File: config.mk
export PLATFORM = sky130hd
export DESIGN_NAME = jk_shift_reg
export DESIGN_NICKNAME = d
export VERILOG_FILES = /design/src/rtl/jksr_pkg.sv /design/src/rtl/jksr_ctrl.sv /design/src/rtl/jksr_datapath.sv /design/src/rtl/jk_shift_reg.sv
export SDC_FILE = /design/constraint.sdc
export NUM_CORES = 1
export LEC_CHECK = 0
export BUFFER_PORTS_ARGS = -buffer_cell sky130_fd_sc_hd__buf_4
export CORE_AREA = 2 2 39 41
export CTS_BUF_LIST = sky130_fd_sc_hd__clkbuf_2 sky130_fd_sc_hd__clkbuf_4 sky130_fd_sc_hd__clkbuf_8
export CTS_CLUSTER_SIZE = 8
export DETAILED_ROUTE_END_ITERATION = 8
export DIE_AREA = 0 0 41 43
export GPL_TIMING_DRIVEN = 0
export HOLD_SLACK_MARGIN = 0.08
export PLACE_DENSITY = 0.47
export SYNTH_ARGS = -nofsm -noshare
export SYNTH_HDL_FRONTEND = slang
export SYNTH_SLANG_ARGS = --single-unit
File: constraint.sdc
create_clock -name clk -period 2.7 [get_ports clk]
set_clock_uncertainty 0.15 [all_clocks]
set_input_delay 0 -clock clk [delete_from_list [all_inputs] [get_ports clk]]
set_output_delay 0 -clock clk [all_outputs]
set_load 0.005 [all_outputs]
File: src/rtl/jksr_pkg.sv
package jksr_pkg;

  typedef enum logic [1:0] {
    FO_HOLD   = 2'd0,
    FO_CLEAR  = 2'd1,
    FO_SET    = 2'd2,
    FO_TOGGLE = 2'd3
  } firstOp_t;

  typedef struct packed {
    logic     doLoad;
    logic     doShift;
    firstOp_t firstOp;
  } ctrlStrobe_t;

endpackage

File: src/rtl/jksr_ctrl.sv
module jksr_ctrl
  import jksr_pkg::*;
(
  input  logic        loadN,
  input  logic        jIn,
  input  logic        kBarIn,
  output ctrlStrobe_t stb
);

  always_comb begin
    stb.doLoad  = ~loadN;
    stb.doShift = loadN;
    unique case ({jIn, kBarIn})
      2'b00:   stb.firstOp = FO_CLEAR;
      2'b01:   stb.firstOp = FO_HOLD;
      2'b10:   stb.firstOp = FO_TOGGLE;
      default: stb.firstOp = FO_SET;
    endcase
  end

endmodule

File: src/rtl/jksr_datapath.sv
module jksr_datapath
  import jksr_pkg::*;
#(
  parameter int WIDTH = 4
) (
  input  logic             clk,
  input  logic             rstAsyncN,
  input  ctrlStrobe_t      stb,
  input  logic [WIDTH-1:0] parIn,
  output logic [WIDTH-1:0] stageQ
);

  localparam int LAST = WIDTH - 1;

  logic             firstNext;
  logic [WIDTH-1:0] moveNext;

  always_comb begin
    unique case (stb.firstOp)
      FO_CLEAR:  firstNext = 1'b0;
      FO_SET:    firstNext = 1'b1;
      FO_TOGGLE: firstNext = ~stageQ[0];
      default:   firstNext = stageQ[0];
    endcase
  end

  assign moveNext[0] = firstNext;
  for (genvar n = 1; n <= LAST; n++) begin : g_link
    assign moveNext[n] = stageQ[n-1];
  end

  always_ff @(posedge clk or negedge rstAsyncN) begin
    if (!rstAsyncN)       stageQ <= '0;
    else if (stb.doLoad)  stageQ <= parIn;
    else if (stb.doShift) stageQ <= moveNext;
  end

  AST_LOAD_CAPTURE: assert property (@(posedge clk) disable iff (!rstAsyncN)
    stb.doLoad |=> stageQ == $past(parIn));
  AST_SHIFT_LINK: assert property (@(posedge clk) disable iff (!rstAsyncN)
    (stb.doShift && !stb.doLoad) |=> stageQ[LAST:1] == $past(stageQ[LAST-1:0]));
  AST_FIRST_SET: assert property (@(posedge clk) disable iff (!rstAsyncN)
    (stb.doShift && !stb.doLoad && stb.firstOp == FO_SET) |=> stageQ[0]);
  AST_FIRST_CLEAR: assert property (@(posedge clk) disable iff (!rstAsyncN)
    (stb.doShift && !stb.doLoad && stb.firstOp == FO_CLEAR) |=> !stageQ[0]);
  AST_FIRST_TOGGLE: assert property (@(posedge clk) disable iff (!rstAsyncN)
    (stb.doShift && !stb.doLoad && stb.firstOp == FO_TOGGLE) |=> stageQ[0] != $past(stageQ[0]));
  AST_FIRST_HOLD: assert property (@(posedge clk) disable iff (!rstAsyncN)
    (stb.doShift && !stb.doLoad && stb.firstOp == FO_HOLD) |=> $stable(stageQ[0]));

endmodule

File: src/rtl/jk_shift_reg.sv
module jk_shift_reg
  import jksr_pkg::*;
#(
  parameter int WIDTH = 4
) (
  input  logic             clk,
  input  logic             rstAsyncN,
  input  logic             loadN,
  input  logic             jIn,
  input  logic             kBarIn,
  input  logic [WIDTH-1:0] parIn,
  output logic [WIDTH-1:0] stageOut,
  output logic             lastInv
);

  if (WIDTH < 2) begin : g_bad_width
    $error("jk_shift_reg needs WIDTH of at least 2");
  end

  ctrlStrobe_t stb;

  jksr_ctrl u_ctrl (
    .loadN  (loadN),
    .jIn    (jIn),
    .kBarIn (kBarIn),
    .stb    (stb)
  );

  jksr_datapath #(.WIDTH(WIDTH)) u_dp (
    .clk       (clk),
    .rstAsyncN (rstAsyncN),
    .stb       (stb),
    .parIn     (parIn),
    .stageQ    (stageOut)
  );

  assign lastInv = ~stageOut[WIDTH-1];

endmodule

==> flow_metrics.py <==
metrics = {
    "pwr": {
        "combPwrFrac_pct": 27.5,
        "leakage_nw": 0.2190,
        "irDropWorstVdd_mv": 0.1170,
        "clockPowerShare_pct": 36.5,
        "swShare_pct": 21.17,
        "power_switching_w": 0.00004168,
        "p_int_w": 0.0001552,
        "powerDensity_mw_per_mm2": 444.5,
        "p_seq_share_pct": 36.0,
        "power.total_w": 0.0001969,
    },
    "cells_and_area": {
        "reg_top3": "u_dp.stageQ (4)",
        "final_util_pct": 32.01,
        "largest_reg_flops": 4,
        "area_delta_synth_final_pct": 118.5,
        "drive_gt1_share_pct": 45.24,
        "nNetsFinal": 55,
        "top_register": "u_dp.stageQ",
        "fin_cells": 58,
        "n_antenna_cell": 0,
    },
    "sta": {
        "fmax_ghz": 0.6234,
        "fin_crit_ns": 1.604,
        "fin_tns_setup_ns": 0,
        "hold_viol_final": 0,
        "fin_ws_ns": 1.096,
        "relSlewSlack_pct": 86.55,
        "setup_viol": 0,
        "worst_pin_slew_ns": 0.2004,
        "rsz0062_at_grt": "no",
        "finalCritPeriodShare_pct": 59.41,
        "slew_violations": 0,
    },
    "clock_tree": {
        "numCtsBuffers": 3,
        "path_clk_slew_ns": 0.03,
        "cts_tree": "yes",
        "clk_path_buf_depth": 2,
        "clock-sinks": 4,
        "insertion_delay_ns": 0.23,
        "cts.repair_timing.setup_buffer_count": 0,
        "cts_htree_levels": 1,
        "cts_root_buf": "clkbuf_4",
    },
    "routing": {
        "drc": 0,
        "vias_per_cell": 3.845,
        "drt-total-wl_um": 572,
        "wl_per_cell_um": 9.862,
        "drtPass1Iterations": 1,
        "vias": 223,
        "drt-initial-drc-count": 0,
        "ant_nets": 0,
    },
    "synthesis": {
        "synth_xor_area_share_pct": 0,
        "syn_area_per_cell_um2": 12.67,
        "syn_nets": 27,
        "synth_top_family_by_area": "multiplexers",
        "yosysUniqueCellTypes": 8,
        "syn-cell-area_um2": 202.7,
        "yosysTopAreaCell": "dfrtp_1",
        "yosys_warnings": 0,
        "synthMuxAreaShare_pct": 21.60,
        "synth_seq_cells": 4,
        "synth_area_leaders": "dfrtp_1 (49%), mux2_2 (17%), ha_1 (12%), inv_1 (5.6%), and4b_1 (4.9%)",
        "synth_fa_ha_area_share_pct": 12.35,
        "synth_top_area_share_pct": 49.38,
        "synth-simple-area-share_pct": 6.790,
        "ys_seq_area_share_pct": 49.38,
        "synthCells": 16,
        "synth_compound_area_share_pct": 4.321,
    },
    "hold_path": {
        "hp-class": "input pin to register",
        "hp-start": "parIn[0]",
        "whs_path_depth": 4,
        "worstHoldEndpoint": "u_dp.stageQ[0]",
    },
    "floorplan": {
        "ioPinCount": 14,
        "die-area_mm2": 0.001763,
        "start_util_pct": 14.65,
        "row_count": 14,
        "fp.coreArea_mm2": 0.001384,
        "die_height_um": 43,
        "die_x_um": 41,
    },
    "global_route": {
        "grt_overflow": 0,
        "grt_pass1_vias": 260,
        "track_usage_pct": 8.241,
        "grt_start_max_net_pins": 7,
        "antenna_found_initial": 0,
        "grt_pass1_wl_um": 869,
    },
    "placed_design": {
        "globalplace.congestion": 0.6421,
        "dp_cells": 45,
        "io_buffers": 13,
        "dpl.hpwl_um": 395,
        "dp_slack_ns": 1.621,
    },
    "worst_setup_path": {
        "critPathMaxFanout": 6,
        "end_kind": "register",
        "required_ns": 2.72,
        "reg2regPathDepth": 3,
        "r2r-end": "u_dp.stageQ[0]",
        "path_class": "input pin to register",
        "reg2reg_from": "u_dp.stageQ[0]",
        "critPathLaunchType": "input pin",
        "r2r_slack_ns": 1.12,
        "cp.arrival_ns": 1.62,
    },
    "flow_run": {
        "maxCapViolCount": 0,
    },
    "outcome": {
        "status": "finished, final reports clean",
    },
}
==> stage by stage <==
stage               hold slack, ns  cell area, um^2
floorplan                  -0.4456            202.7
global placement           -0.3540            320.3
detailed placement         -0.3517            320.3
CTS                         0.4682            442.9
global route                0.5003            442.9
finish                      0.4750            442.9
==> final cells by class <==
cell class | instances | area, um^2
fill | 147 | 940.9
timing repair buffer | 23 | 197.7
sequential | 4 | 100.1
multi-input combinational | 9 | 91.34
clock buffer | 3 | 22.52
tap | 16 | 20.02
inverter | 3 | 11.26
==> per-layer routing <==
metal	share of wire, %	GRT usage [%]	vias to the layer above
li1	-	-	108
met1	38	5.161	101
met2	51	14.06	14
met3	11	4.712	0
met4	0	8.000	0
met5	0	0	-
==> synth_stat cells <==
master,instances
a311oi_1,1
nor2_1,1
mux2i_1,1
dfrtp_1,4
mux2_2,3
ha_1,2
inv_1,3
and4b_1,1
==> placed cells by master, fill, tap and decap left out <==
| cell | instances |
|---|---|
| mux2_2 | 3 |
| dfrtp_1 | 4 |
| dlygate4sd3_1 | 10 |
| a311oi_1 | 1 |
| buf_4 | 13 |
| ha_1 | 2 |
| nor2_1 | 1 |
| mux2i_1 | 1 |
| clkbuf_4 | 3 |
| inv_1 | 3 |
| and4b_1 | 1 |
==> critical path, cell delays in order <==
cell	delay [ns]
dlygate4sd3_1	0.53
buf_4	0.16
and4b_1	0.17
a311oi_1	0.19
dlygate4sd3_1	0.57
==> cells by family after synthesis <==
kind of cell | after synthesis
simple gates | 2
fa+ha+maj | 2
buf+inv | 3
mux | 4
compound gates | 1
flops | 4
==> power groups by stage <==
stage               sequential [W]  clock [W]  combinational (W)
floorplan                0.0000718          0          0.0000120
global placement         0.0000713          0          0.0000370
detailed placement       0.0000717          0          0.0000382
CTS                      0.0000709  0.0000775          0.0000544
global route             0.0000716  0.0000792          0.0000601
finish                   0.0000709  0.0000718          0.0000542
==> how the worst max path moves through the flow <==
| stage | end | from | slack, ns |
|---|---|---|---|
| floorplan | u_dp.stageQ[0] | u_dp.stageQ[0] | 1.70 |
| global placement | u_dp.stageQ[0] | jIn | 1.66 |
| detailed placement | u_dp.stageQ[0] | jIn | 1.62 |
| CTS | u_dp.stageQ[0] | loadN | 1.10 |
| global route | u_dp.stageQ[0] | loadN | 1.0 |
| finish | u_dp.stageQ[0] | loadN | 1.10 |
==> what timing repair did <==
action	CTS	global route
hold buffers	10	0
endpoints found under the hold margin	8	0
endpoints found under the setup margin	0	0
resized for setup	0	0
Note: power is estimated with default switching activity, not from simulation.
